File: src/rtl/mpc_pkg.sv
package mpc_pkg;

    typedef enum logic [1:0] {
        MODE_RUN  = 2'b00,
        MODE_LITE = 2'b01,
        MODE_DEEP = 2'b10,
        MODE_OFF  = 2'b11
    } pmode_t;

    typedef enum logic [2:0] {
        ST_IDLE,
        ST_DOWN,
        ST_ARR,
        ST_RET,
        ST_GRP
    } seq_t;

    function automatic logic retain_of(pmode_t m);
        return (m == MODE_LITE) || (m == MODE_DEEP);
    endfunction

endpackage

File: src/rtl/mpc_wait_timer.sv
module mpc_wait_timer #(
    parameter int W = 4
) (
    input  logic         clk,
    input  logic         rst_n,
    input  logic         load,
    input  logic [W-1:0] load_val,
    output logic         expired
);

    logic [W-1:0] cnt_q;

    always_ff @(posedge clk or negedge rst_n) begin
        if (!rst_n)
            cnt_q <= '0;
        else if (load)
            cnt_q <= load_val;
        else if (cnt_q != '0)
            cnt_q <= cnt_q - 1'b1;
    end

    assign expired = (cnt_q == '0);

endmodule

File: src/rtl/mpc_access_guard.sv
module mpc_access_guard (
    input  logic clk,
    input  logic rst_n,
    input  logic open,
    input  logic inv_set,
    input  logic acc_req,
    input  logic acc_we,
    output logic acc_grant,
    output logic acc_err,
    output logic data_inv
);

    logic err_q, inv_q;

    assign acc_grant = acc_req & open;

    always_ff @(posedge clk or negedge rst_n) begin
        if (!rst_n) begin
            err_q <= 1'b0;
            inv_q <= 1'b1;
        end else begin
            err_q <= acc_req & ~open;
            if (inv_set)
                inv_q <= 1'b1;
            else if (acc_grant && acc_we)
                inv_q <= 1'b0;
        end
    end

    assign acc_err  = err_q;
    assign data_inv = inv_q;

    // a granted write clears the flag on the next cycle
    p_write_clears_flag_r10: assert property (@(posedge clk) disable iff (!rst_n)
        (acc_grant && acc_we && !inv_set) |=> !data_inv);

    // starting a shutdown always raises the flag
    p_shutdown_sets_flag_r10: assert property (@(posedge clk) disable iff (!rst_n)
        inv_set |=> data_inv);

endmodule

File: src/rtl/mem_pwr_ctrl.sv
module mem_pwr_ctrl
    import mpc_pkg::*;
#(
    parameter int              N_PGRP        = 4,
    parameter logic [N_PGRP-1:0] LITE_OFF_MASK = 4'b1100,
    parameter int              T_ARRAY       = 6,
    parameter int              T_RET         = 3,
    parameter int              T_STEP        = 2
) (
    input  logic              clk,
    input  logic              rst_n,
    input  logic              mode_req_vld,
    input  logic [1:0]        mode_req,
    input  logic              acc_req,
    input  logic              acc_we,
    output logic [1:0]        mode_now,
    output logic              busy,
    output logic              arr_pwr_en,
    output logic              arr_retain,
    output logic [N_PGRP-1:0] periph_en,
    output logic              acc_grant,
    output logic              acc_err,
    output logic              data_invalid
);

    localparam int T_MAX0 = (T_ARRAY > T_RET) ? T_ARRAY : T_RET;
    localparam int T_MAX  = (T_MAX0 > T_STEP) ? T_MAX0 : T_STEP;
    localparam int TW     = $clog2(T_MAX + 1);
    localparam logic [TW-1:0] LD_ARR  = TW'(T_ARRAY - 1);
    localparam logic [TW-1:0] LD_RET  = TW'(T_RET - 1);
    localparam logic [TW-1:0] LD_STEP = TW'(T_STEP - 1);

    initial begin
        if (T_ARRAY < 1 || T_RET < 1 || T_STEP < 1)
            $error("mem_pwr_ctrl: every wait must be at least one cycle");
    end

    function automatic logic [N_PGRP-1:0] grp_goal(pmode_t m);
        unique case (m)
            MODE_RUN:  return '1;
            MODE_LITE: return ~LITE_OFF_MASK;
            default:   return '0;
        endcase
    endfunction

    seq_t              st_q, st_n;
    pmode_t            cur_q, cur_n, tgt_q, tgt_n, pm_q, pm_n, goal;
    logic              pv_q, pv_n, go;
    logic              arr_q, arr_n, ret_q, ret_n;
    logic [N_PGRP-1:0] grp_q, grp_n, missing, first_bit;
    logic              t_load, t_done, inv_set, gate_open;
    logic [TW-1:0]     t_val;

    mpc_wait_timer #(.W(TW)) i_timer (
        .clk      (clk),
        .rst_n    (rst_n),
        .load     (t_load),
        .load_val (t_val),
        .expired  (t_done)
    );

    assign missing   = grp_goal(tgt_q) & ~grp_q;
    assign first_bit = missing & (~missing + 1'b1);

    // next-state and sequencing decisions
    always_comb begin
        st_n    = st_q;
        cur_n   = cur_q;
        tgt_n   = tgt_q;
        pv_n    = pv_q;
        pm_n    = pm_q;
        arr_n   = arr_q;
        ret_n   = ret_q;
        grp_n   = grp_q;
        t_load  = 1'b0;
        t_val   = '0;
        inv_set = 1'b0;
        go      = 1'b0;
        goal    = cur_q;
        unique case (st_q)
            ST_IDLE: begin
                if (mode_req_vld) begin
                    go   = 1'b1;
                    goal = pmode_t'(mode_req);
                    pv_n = 1'b0;
                end else if (pv_q) begin
                    go   = 1'b1;
                    goal = pm_q;
                    pv_n = 1'b0;
                end
                if (go && goal != cur_q) begin
                    tgt_n = goal;
                    if (goal > cur_q) begin
                        st_n    = ST_DOWN;
                        grp_n   = grp_q & grp_goal(goal);
                        ret_n   = retain_of(goal);
                        arr_n   = (goal != MODE_OFF);
                        inv_set = (goal == MODE_OFF);
                    end else if (cur_q == MODE_OFF) begin
                        st_n   = ST_ARR;
                        arr_n  = 1'b1;
                        t_load = 1'b1;
                        t_val  = LD_ARR;
                    end else begin
                        st_n   = ST_RET;
                        ret_n  = retain_of(goal);
                        t_load = 1'b1;
                        t_val  = LD_RET;
                    end
                end
            end
            ST_DOWN: begin
                st_n  = ST_IDLE;
                cur_n = tgt_q;
            end
            ST_ARR: begin
                if (t_done) begin
                    st_n   = ST_RET;
                    ret_n  = retain_of(tgt_q);
                    t_load = 1'b1;
                    t_val  = LD_RET;
                end
            end
            ST_RET, ST_GRP: begin
                if (t_done) begin
                    if (missing != '0) begin
                        st_n   = ST_GRP;
                        grp_n  = grp_q | first_bit;
                        t_load = 1'b1;
                        t_val  = LD_STEP;
                    end else begin
                        st_n  = ST_IDLE;
                        cur_n = tgt_q;
                    end
                end
            end
            default: st_n = ST_IDLE;
        endcase
        if (st_q != ST_IDLE && mode_req_vld) begin
            pv_n = 1'b1;
            pm_n = pmode_t'(mode_req);
        end
    end

    // state register
    always_ff @(posedge clk or negedge rst_n) begin
        if (!rst_n) begin
            st_q  <= ST_IDLE;
            cur_q <= MODE_OFF;
            tgt_q <= MODE_OFF;
            pv_q  <= 1'b0;
            pm_q  <= MODE_OFF;
            arr_q <= 1'b0;
            ret_q <= 1'b0;
            grp_q <= '0;
        end else begin
            st_q  <= st_n;
            cur_q <= cur_n;
            tgt_q <= tgt_n;
            pv_q  <= pv_n;
            pm_q  <= pm_n;
            arr_q <= arr_n;
            ret_q <= ret_n;
            grp_q <= grp_n;
        end
    end

    // outputs
    always_comb begin
        mode_now   = cur_q;
        busy       = (st_q != ST_IDLE);
        arr_pwr_en = arr_q;
        arr_retain = ret_q;
        periph_en  = grp_q;
        gate_open  = (cur_q == MODE_RUN) && (st_q == ST_IDLE);
    end

    mpc_access_guard i_guard (
        .clk       (clk),
        .rst_n     (rst_n),
        .open      (gate_open),
        .inv_set   (inv_set),
        .acc_req   (acc_req),
        .acc_we    (acc_we),
        .acc_grant (acc_grant),
        .acc_err   (acc_err),
        .data_inv  (data_invalid)
    );

    // settled normal means full power
    p_run_full_power_r2: assert property (@(posedge clk) disable iff (!rst_n)
        (st_q == ST_IDLE && cur_q == MODE_RUN) |-> (grp_q == '1 && arr_q && !ret_q));

    // settled light sleep levels
    p_lite_levels_r3: assert property (@(posedge clk) disable iff (!rst_n)
        (st_q == ST_IDLE && cur_q == MODE_LITE) |-> (grp_q == ~LITE_OFF_MASK && arr_q && ret_q));

    // settled deep sleep levels
    p_deep_levels_r4: assert property (@(posedge clk) disable iff (!rst_n)
        (st_q == ST_IDLE && cur_q == MODE_DEEP) |-> (grp_q == '0 && arr_q && ret_q));

    // without array supply nothing else is driven
    p_dark_when_off_r5: assert property (@(posedge clk) disable iff (!rst_n)
        !arr_q |-> (!ret_q && grp_q == '0));

    // at most one group turns on per cycle
    p_one_group_step_r6: assert property (@(posedge clk) disable iff (!rst_n)
        $countones(grp_q & ~$past(grp_q)) <= 1);

    // reported mode moves only at the end of a transition
    p_mode_moves_at_end_r7: assert property (@(posedge clk) disable iff (!rst_n)
        (cur_q != $past(cur_q)) |-> ($past(st_q) != ST_IDLE && st_q == ST_IDLE));

    // grants only in settled normal
    p_grant_only_run_r9: assert property (@(posedge clk) disable iff (!rst_n)
        acc_grant |-> (mode_now == 2'b00 && !busy));

    // groups need the array supply
    p_group_needs_array_r11: assert property (@(posedge clk) disable iff (!rst_n)
        (|periph_en) |-> arr_pwr_en);

endmodule

File: config.mk
export PLATFORM = sky130hd
export DESIGN_NAME = mem_pwr_ctrl
export DESIGN_NICKNAME = d
export VERILOG_FILES = /design/src/rtl/mpc_pkg.sv /design/src/rtl/mpc_wait_timer.sv /design/src/rtl/mpc_access_guard.sv /design/src/rtl/mem_pwr_ctrl.sv
export SDC_FILE = /design/constraint.sdc
export NUM_CORES = 1
export LEC_CHECK = 0
export BUFFER_PORTS_ARGS = -buffer_cell sky130_fd_sc_hd__buf_2
export CORE_ASPECT_RATIO = 0.7
export CORE_MARGIN = 2
export CORE_UTILIZATION = 59
export DETAILED_ROUTE_END_ITERATION = 12
export PLACE_DENSITY = 0.89
export SLEW_MARGIN = 10
export SYNTH_ARGS = -nofsm -noshare
export SYNTH_HDL_FRONTEND = slang
export SYNTH_SLANG_ARGS = --single-unit
File: constraint.sdc
create_clock -name clk -period 8 [get_ports clk]
set_clock_uncertainty 0.2 [all_clocks]
set_input_delay 0.4 -clock clk [delete_from_list [all_inputs] [get_ports clk]]
set_output_delay 0.4 -clock clk [all_outputs]
set_load 0.02 [all_outputs]
; Yosys cells after proc, flatten, opt, wreduce, memory -nomap -nowiden
; Index checks and enable logic that the tools add are counted.
[word_totals]
register_bits = 21
latch_bits = 0
ramBits = 0
mem_bits_ro = 0
input_bits = 7
out_inout_bits = 12
elab_cells = 125
mem_count = 0
[op_classes]
add_sub_neg = 2
multipliers = 0
n_div = 0
n_lt_le_gt_ge = 1
n_eq_ne = 19
shift = 0
muxes = 55
n_bitwise = 9
n_reduce_logical = 28
[op_table]
columns = cell, n
row1 = two-way mux 4 bit, 7
row2 = two-way mux 3 bit, 9
row3 = two-way mux 1 bit, 24
row4 = case mux 4 bit (2 select lines), 3
row5 = case mux 3 bit (3 select lines), 2
row6 = two-way mux 2 bit, 7
row7 = nonzero test 2 bit, 7
row8 = bitwise AND 4 bit, 3
row9 = "inequality test 2 bit, second input constant", 5
row10 = AND reduction 3 bit, 3
row11 = "== test 2 bit, second input constant", 4
row12 = inverter 4 bit, 2
row13 = "== test 3 x 2 -> 1 bit, second input constant", 2
row14 = logical NOT 2 bit, 3
row15 = logical NOT 3 bit, 2
row16 = nonzero test 3 bit, 2
row17 = AND reduction 5 bit, 1
row18 = "adder 4 x 1 -> 4 bit, second input constant", 1
row19 = "== test 2 x 1 -> 1 bit, second input constant", 2
row20 = logical AND 1 bit, 4
row21 = "inequality test 2 x 1 -> 1 bit, second input constant", 2
row22 = bitwise OR 4 bit, 1
row23 = case mux 2 bit (2 select lines), 1
row24 = AND reduction 4 bit, 1
row25 = other kinds (14), 16

; Longest topological paths before layout
; Gate-level depths: netlist of the first run.
[depth]
depth_word = 12
ltp_mapped = 9

; Cells and area by module
; From an unflattened synthesis of the first run, not the netlist that was laid out.
[hier_totals]
cells_unflattened = 130
area_unflattened_um2 = 1280.0
[modules_own_cells]
columns = module, n_inst, cells_each, area_per_inst_um2, seq_area_each_um2
row1 = mem_pwr_ctrl, 1, 103, 999.7, 407.9
row2 = mpc_wait_timer, 1, 21, 200.2, 75.1
row3 = mpc_access_guard, 1, 6, 80.1, 51.3

; Worst setup path before layout of the first run
; No wires, ideal clock.
[synth_timing]
kind = reg-to-reg
start = reg pv_q
end = reg i_timer.cnt_q[2]
arrival_time_ns = 2.496
path_slack_ns = 5.176
stages_incl_launch_ff = 9
path_buffers = 0
period_less_slack_ns = 2.824
path_cell_list = dfrtp_1 > mux2_2 > mux2i_1 > inv_1 > ha_1 > o2bb2ai_1 > o41a_1 > o31ai_2 > mux2_1
[synth_between]
elab_chain_cells = 8
elab_cells_between_ends = 17
cone_classes = order compare (1) / eq/ne (1) / mux (13) / reduce/logical (2)
[synth_rtl]
columns = item, line
row1 = from (decl), mem_pwr_ctrl.sv:48  ; logic pv_q, pv_n, go;
row2 = from (signal assigned), mem_pwr_ctrl.sv:160  ; pv_q <= pv_n;
row3 = two-way mux 2 bit, mem_pwr_ctrl.sv:86  ; end else if (pv_q) begin
row4 = two-way mux 2 bit, mem_pwr_ctrl.sv:82  ; if (mode_req_vld) begin
row5 = two-way mux 2 bit, mem_pwr_ctrl.sv:80  ; unique case (st_q)
row6 = greater-than comparator 2 bit / inequality test 2 bit (equally long branches), "mem_pwr_ctrl.sv:93, mem_pwr_ctrl.sv:91"
row7 = "two-way mux 3 bit, or another cell as far along", mem_pwr_ctrl.sv:93  ; if (goal > cur_q) begin
row8 = two-way mux 3 bit / two-way mux 1 bit (equally long branches), mem_pwr_ctrl.sv:91  ; if (go && goal != cur_q) begin
row9 = case mux 3 bit (3 select lines) / case mux 1 bit (3 select lines) (equally long branches), mem_pwr_ctrl.sv:80
row10 = two-way mux 3 bit / nonzero test 2 bit (equally long branches), n/a
row11 = to (signal assigned), mpc_wait_timer.sv:17  ; cnt_q <= load_val;
row12 = to (signal assigned), mpc_wait_timer.sv:19  ; cnt_q <= cnt_q - 1'b1;
row13 = to (decl), mpc_wait_timer.sv:11  ; logic [W-1:0] cnt_q;
; Parallel ways exist; a longest one is shown, timed or not. The select of a mux whose other input is x is not followed.
; A chain may end at the register's enable or synchronous reset.

; Worst setup path in the final report of the first run
; Same ends and word-level chain as after synthesis.

==> out/results.ini, run 1 <==
[outcome]
status=complete, no violations

[layout]
insertedDiodeCount=0
final_area_sq_um=1430
num-fill-cells=173
utilization=0.672
drive_above_1_share=0.307
syn_to_final_growth_pct=9.20
nNetsFinal=157

[power_and_ir_drop]
p_per_area_nw_per_um2=455
p_leak_nw=0.629
peakVddDrop_mv=0.268

[setup_path]
cp-end-kind=flop
crit_chain=mux2_2, mux2i_1, inv_1, ha_1, o2bb2ai_1, o41a_1, o31ai_2, mux2_1
path_class=flop to flop
slowest_delay_ns=0.43
crit_family=multiplexers
start_kind=flop
cp_slowest_cell=dfrtp_1
required_ns=8.00
r2r_slack_ns=4.91
crit_fanout=4
critPathBufInv=1
crit_arrival_ns=3.09

[cts]
post_cts_buffers=0
ctsResizeCount=0
h-tree-depth=1
clockBufferDepth=2
cts_buffers=3
clk_pin_slew_ns=0.11
cts-root-buf=clkbuf_4
cts.sinks=21
cts_tree=yes
clk-insertion-delay-late_ns=0.30

[synthesis]
netlist_instances=122
synth_seq_area_share=0.409
ys_types=50
synth_area_sq_um=1310
yosysWarnings=0
syn-num-nets=138
synth_edf_count=0
async_flop_share=1.00
ys.flop_type=dfrtp_1
ys_seq_elements=21
avgSynthCellArea_sq_um=10.7

[placed_design]
place.gp.congestion=0.770
dpl_cell_area_sq_um=1390
port_buffers=18
place_hpwl_um=2050

[timing]
fin_crit_ns=3.09
setup_tns_ns=0
hold_violations=0
finalSetupViolations=0
fin_crit_sh=0.387
slew_viol_final=0
rsz0062_at_grt=no
max_freq_ghz=0.323
slew_headroom=0.667
tightest_slew_ns=0.499

[floorplanning]
num_rows=14
initial_utilization=0.616
die_x_um=60.2
io_pins=19
die-area_sq_um=2610
core-area_sq_um=2120
fp.dieH_um=43.4

[route]
vias_per_cell=5.72
drtIter0Drc=31
wire_per_inst_um=15.4
post-route-drc-count=0
drtPass1Iterations=5
ant_nets=0
vias=983
finalWirelength_um=2650

[grt]
grt_max_degree=22
grtUsageMet1=0.320
overflow=0
gr-usage-met2=0.354
grt_pass1_vias=924
antenna_found_initial=0
gr-usage-met3=0.0716
track_usage=0.230
grt-busiest-layer=met2
grt_pass1_wl_um=4360

[min_path]
hold_class=primary input to flop

[flow_run]
maxCapViolCount=0

==> kinds of logic (layout without fill, tap and decap cells) <==
logic type                 Yosys count  count (layout)  share of synthesized area
buffers and inverters               14              32                     0.0614
muxes                               11              11                     0.0901
adders and majority gates            9               9                     0.0863
AOI/OAI and AO/OA                   30              30                      0.181
and+or+nand+nor                     36              36                      0.165
DFF                                 21              21                      0.409
xor gates and xnor gates             1               1                    0.00671
==> layer usage <==
layer  part of all wire  vias up
met5                  0        -
met4             0.0060        0
met3              0.041        2
met2               0.48       30
met1               0.48      477
li1                   -      474
==> worst paths after layout <==
path | depth (start not counted) | end | from
max | 8 | i_timer.cnt_q[2] | pv_q
min | 2 | i_guard.acc_err | acc_req
max reg2reg | 8 | i_timer.cnt_q[2] | pv_q
min reg2reg | 2 | tgt_q[1] | tgt_q[1]
max in group asynchronous | 2 | tgt_q[1] | rst_n
min in group asynchronous | 2 | periph_en[1] | rst_n
==> cell type report <==
class / instances / area, sq um / area share
clock buffer: 4 / 26.3 / 0.0184
timing repair buffer: 19 / 100 / 0.0702
sequential: 21 / 534 / 0.375
multi-input combinational: 87 / 691 / 0.485
inverter: 9 / 33.8 / 0.0237
tap: 32 / 40.0 / 0.0281
==> repair_timing <==
action | 4_1_cts | 5_1_grt
setup endpoints to repair | 0 | 0
hold buffers | 1 | 0
hold endpoints to repair | 14 | 0
==> flip-flops by register name, indices dropped and copies added, names as in the netlist <==
register,cells
i_guard.acc_err,1
tgt_q,2
i_guard.data_inv,1
arr_pwr_en,1
pm_q,2
pv_q,1
arr_retain,1
periph_en,4
i_timer.cnt_q,3
st_q,3
mode_now,2
==> cells in the mapped netlist (2+ instances only) <==
library cell	count	area, sq um
dfstp_2	7	184
buf_6	3	33.8
dfrtp_1	14	350
o21ai_0	2	10.0
nor2_1	8	30.0
o21a_1	2	15.0
ha_1	9	113
o31ai_1	2	15.0
nand3b_1	2	15.0
nand2b_1	2	12.5
o21ai_1	2	10.0
a31oi_1	2	12.5
nand2_1	11	41.3
nor2b_1	2	12.5
mux2i_1	5	50.1
mux2_2	5	56.3
a21oi_1	3	15.0
inv_1	9	33.8
==> metrics by stage <==
| stage | setup slack, ns | hold slack [ns] | total power [mW] | std cells |
|---|---|---|---|---|
| after CTS | 4.92 | 0.0991 | 0.649 | 172 |
| after global placement | 5.08 | 0.168 | 0.571 | 167 |
| after floorplan | 5.18 | -0.0956 | 0.519 | 122 |
| after global routing | 4.69 | 0.0875 | 0.700 | 172 |
| after detailed placement | 4.96 | 0.184 | 0.595 | 167 |
| final | 4.91 | 0.109 | 0.648 | 172 |
==> cells in the final DEF, fill, tap and decap left out, drive strengths merged <==
cell type	netlist	layout
dfstp	7	7
nand2b	2	2
mux2	6	6
nand3b	2	2
dlygate4sd3	0	1
or3	1	1
o31a	1	1
o41a	1	1
a21oi	4	4
o32ai	1	1
dfrtp	14	14
a211oi	1	1
nor2b	2	2
and2	1	1
mux2i	5	5
nand2	11	11
nor3	3	3
o2bb2ai	1	1
inv	9	9
nor3b	1	1
and3b	1	1
a2bb2oi	2	2
o31ai	3	3
a21boi	1	1
a32o	1	1
o32a	1	1
nor2	9	9
o221ai	1	1
nor4b	1	1
o22ai	1	1
o21ai	5	5
buf	5	18
xnor2	1	1
ha	9	9
a22o	1	1
clkbuf	0	4
a31oi	2	2
a32oi	1	1
or2	2	2
o21a	2	2
==> where the power goes <==
| group | switching [mW] | internal, mW |
|---|---|---|
| combinational | 0.215 | 0.158 |
| sequential | 0.0564 | 0.167 |
| clock | 0.0322 | 0.0195 |
Note: power is estimated with default switching activity, not from simulation.
==> run 2: changes to the inputs <==
CORE_UTILIZATION = 50   (was 59)
PLACE_DENSITY = 0.81   (was 0.89)
clock period = 2.7 ns   (was 8 ns; I/O delays follow)
==> run 2 against run 1 <==
Against the previous run:
- critical path type unchanged
- highest routed layer unchanged
- fmax increased by 17%
- final area increased by 14%
- largest power group unchanged
- critical endpoint unchanged
- worst hold slack got worse by 0.069 ns
==> out/results.ini, run 2 (synthesis results as in run 1) <==
[timing]
setup_tns_ns=0
fin_crit_sh=0.979
slew_headroom=0.679
whs_ns=0.0398
tightest_slew_ns=0.477
hold_violations=0
slew_viol_final=0
finalSetupViolations=0
fin_crit_ns=2.64
max_freq_ghz=0.378

[power_and_ir_drop]
p_per_area_nw_per_um2=1390
peakVddDrop_mv=0.714
p_leak_nw=0.708

[setup_path]
crit_family=multiplexers
slowest_delay_ns=0.44
crit_end=i_timer.cnt_q[2]
reg2reg_depth=8
critPathBufInv=1
required_ns=2.64
cp_num_cells=8
cpMostUsedCell=mux2_4
crit_fanout=3
r2r_end=i_timer.cnt_q[2]
setup.worst_path.start=pv_q
crit_chain=mux2_4, mux2i_4, inv_2, ha_4, o2bb2ai_4, o41a_1, o31ai_4, mux2_4
reg2reg_from=pv_q
cp_slowest_cell=dfrtp_2
start_kind=flop
cp-end-kind=flop
path_class=flop to flop
crit_arrival_ns=2.59
r2r_slack_ns=0.06

[cts]
cts.sinks=21
cts-root-buf=clkbuf_8
clk-insertion-delay-late_ns=0.27
cts_tree=yes
clk_pin_slew_ns=0.07
cts_buffers=3
h-tree-depth=1
clockBufferDepth=2

[floorplanning]
initial_utilization=0.527
die-area_sq_um=3040
io_pins=19
die_x_um=65.1
core-area_sq_um=2480
fp.dieH_um=46.7
num_rows=15

[grt]
grt_pass1_wl_um=4880
antenna_found_initial=0
track_usage=0.224
overflow=0
grt_max_degree=22
grt_pass1_vias=1048

[placed_design]
place.gp.congestion=0.791
dp_cells=176
place_hpwl_um=2360
port_buffers=18

[flow_run]
maxCapViolCount=0

[layout]
drive_above_1_share=0.399
most-common-layout-cells=buf_2 (18), dfrtp_1 (13), nand2_1 (11)
stdcell_count=187
largest_reg_flops=4
nNetsFinal=170
mostFrequentLayoutCell=buf_2
syn_to_final_growth_pct=25.0
insertedDiodeCount=0
utilization=0.659

[route]
vias_per_cell=5.56
post-route-drc-count=0
vias=1039
ant_nets=0
finalWirelength_um=3110
wire_per_inst_um=16.6
drtPass1Iterations=4
drtIter0Drc=71

[min_path]
worstHoldPathCells=2
hold_class=primary input to flop

[outcome]
status=complete, no violations

[run 2: cell types whose count changed in the layout (fill, tap and decap cells not counted), sizes merged]
| cell | before | now |
|---|---|---|
| buf | 18 | 27 |
| dlygate4sd3 | 1 | 5 |
[run 2: per-stage QoR]
stage          total power [mW]  setup WS [ns]  cell area (sq um)
6_report                   2.27         0.0565               1630
2_1_floorplan              1.61        0.00152               1350
3_5_place_dp               1.95       -0.00960               1490
5_1_grt                    2.42       -0.00218               1630
3_3_place_gp               1.86         0.0847               1490
4_1_cts                    2.21        0.00547               1610
[run 2: worst min-delay path by stage]
| stage | start | end |
|---|---|---|
| finish | mode_req_vld | pv_q |
| global placement | rst_n | periph_en[3] |
| CTS | mode_req_vld | pv_q |
| global route | mode_req_vld | pv_q |
| floorplan | rst_n | arr_pwr_en |
| detailed placement | rst_n | periph_en[2] |
[run 2: repair_timing]
item	in CTS	in global routing
hold buffers	5	0
resized for setup	2	5
setup buffers	2	1
cloned	0	0
endpoints found under the hold margin	25	0
pin swaps	2	0
setup endpoints to repair	1	3
[run 2: cell type report]
| cell class | count | area, sq um |
|---|---|---|
| clock buffer | 4 | 45.0 |
| tap | 34 | 42.5 |
| timing repair buffer | 32 | 208 |
| multi-input combinational | 87 | 767 |
| fill | 211 | 846 |
| inverter | 9 | 33.8 |
| sequential | 21 | 536 |
[run 2: where the power goes]
group | internal [mW] | switching (mW)
Sequential | 0.498 | 0.174
Clock | 0.105 | 0.101
Combinational | 0.655 | 0.735
[run 2: per-layer routing]
| layer | part of all wire | GRT usage |
|---|---|---|
| met3 | 0.062 | 0.0671 |
| met1 | 0.43 | 0.285 |
| met5 | 0 | 0 |
| met4 | 0.0087 | 0.0625 |
| met2 | 0.49 | 0.386 |
==> run 3: changes to the inputs <==
CORE_UTILIZATION = 40   (was 50)
GPL_TIMING_DRIVEN = 0   (was default)
PLACE_DENSITY = 0.69   (was 0.81)
==> run 3 against run 2 <==
Against the previous run:
- clock power barely moved
- final cell count is 2.7% higher
- final area rose by 0.46%
- worst hold slack improved by 0.13 ns
- critical path depth unchanged
- non-clock buffer count is 1 higher
- first-iteration DRC count decreased by 21%
- sequential cell count unchanged
- critical path type unchanged
- sequential power fell by 10%
- register-to-register slack worse by 0.05 ns
- fmax decreased by 1.7%
- largest cell class unchanged
==> out/results.ini, run 3 (synthesis results as in run 1) <==
[outcome]
status=complete, no violations

[grt]
antenna_found_initial=0
gr-usage-met2=0.275
grtUsageMet1=0.227
grt-busiest-layer=met2
grt_max_degree=22
grt_pass1_vias=1003
grt_pass1_wl_um=4710
gr-usage-met3=0.0484
overflow=0
track_usage=0.171

[timing]
max_freq_ghz=0.372
rsz0062_at_grt=yes
slew_headroom=0.678
slew_viol_final=0
hold_violations=0
whs_ns=0.168
tightest_slew_ns=0.483
fin_crit_ns=2.69
setup_tns_ns=0
fin_ws_ns=0.0112
fin_crit_sh=0.996
finalSetupViolations=0

[setup_path]
crit_chain=mux2_4, mux2i_4, inv_2, ha_4, o2bb2ai_2, o41a_1, o31ai_4, mux2_1
cp_slowest_cell=o41a_1
path_class=flop to flop
required_ns=2.64
start_kind=flop
crit_fanout=4
crit_arrival_ns=2.63
slowest_delay_ns=0.45
cp-end-kind=flop

[route]
ant_nets=0
finalWirelength_um=2960
drtIter0Drc=56
wire_per_inst_um=15.4
vias_per_cell=5.38
post-route-drc-count=0
vias=1032
drtPass1Iterations=4

[min_path]
hold_class=primary input to async pin

[layout]
nNetsFinal=171
utilization=0.524
num-fill-cells=271
multi_input_area_sq_um=751
largest_reg_flops=4
final_area_sq_um=1640
most-common-layout-cells=buf_2 (19), dfrtp_1 (14), nand2_1 (11)
ff_latch_area_sq_um=534
syn_to_final_growth_pct=25.6
mostFrequentLayoutCell=buf_2
insertedDiodeCount=0
drive_above_1_share=0.390

[floorplanning]
die-area_sq_um=3740
fp.dieH_um=51.8
num_rows=17
die_x_um=72.3
initial_utilization=0.417
io_pins=19
core-area_sq_um=3130

[cts]
cts_buffers=3
cts_tree=yes
clk_pin_slew_ns=0.08
h-tree-depth=1
cts.sinks=21
clk-insertion-delay-late_ns=0.26
clockBufferDepth=2
cts-root-buf=clkbuf_8

[power_and_ir_drop]
peakVddDrop_mv=0.583
p_leak_nw=0.713
p_per_area_nw_per_um2=1330

[placed_design]
place.gp.congestion=0.766
dpl_cell_area_sq_um=1490
port_buffers=18
place_hpwl_um=2130
post-place-ws_ns=-0.198

[flow_run]
maxCapViolCount=0

[run 3: routing by layer]
layer,part of all wire,vias to the layer above
met5,0,-
met4,0.0064,0
met3,0.026,2
met2,0.49,15
met1,0.48,512
li1,-,503
[run 3: worst paths after layout]
check | from | slack, ns | depth (start not counted) | end
min in group clk | tgt_q[1] | 0.27 | 2 | tgt_q[1]
hold / removal | rst_n | 0.17 | 2 | arr_pwr_en
setup reg to reg | pv_q | 0.01 | 8 | i_timer.cnt_q[2]
max in group asynchronous | rst_n | 1.77 | 2 | pm_q[0]
hold reg to reg | tgt_q[1] | 0.27 | 2 | tgt_q[1]
setup / recovery | pv_q | 0.01 | 8 | i_timer.cnt_q[2]
[run 3: final cells by class]
class,count,share of cell area
Tap cell,38,0.0290
Clock inverter,1,0.00305
Inverter,9,0.0206
Clock buffer,3,0.0252
Buffer,5,0.0282
Sequential cell,21,0.326
Multi-Input combinational cell,87,0.458
Timing Repair Buffer,28,0.110
[run 3: worst max-delay path, delay by kind of cell (launching register included)]
family | cells | cell delay (ns)
mux | 3 | 0.84
flops | 1 | 0.40
buf+inv | 1 | 0.07
compound gates | 3 | 0.84
fa+ha+maj | 1 | 0.22
[run 3: power breakdown]
| group | internal [mW] | switching (mW) | total (mW) |
|---|---|---|---|
| registers | 0.497 | 0.105 | 0.602 |
| logic | 0.608 | 0.766 | 1.37 |
| clock network | 0.103 | 0.105 | 0.207 |
[run 3: timing repair]
| action | in CTS | in global routing |
|---|---|---|
| pin swaps | 2 | 0 |
| resized for setup | 2 | 2 |
| hold buffers | 6 | 0 |
| setup endpoints to repair | 3 | 1 |
| setup buffers | 4 | 0 |
| hold endpoints to repair | 26 | 0 |
[run 3: per-stage QoR]
stage	total power, mW	instances
2_1_floorplan	1.61	122
5_1_grt	2.35	192
6_report	2.18	192
4_1_cts	2.19	192
3_5_place_dp	1.90	178
3_3_place_gp	1.85	178
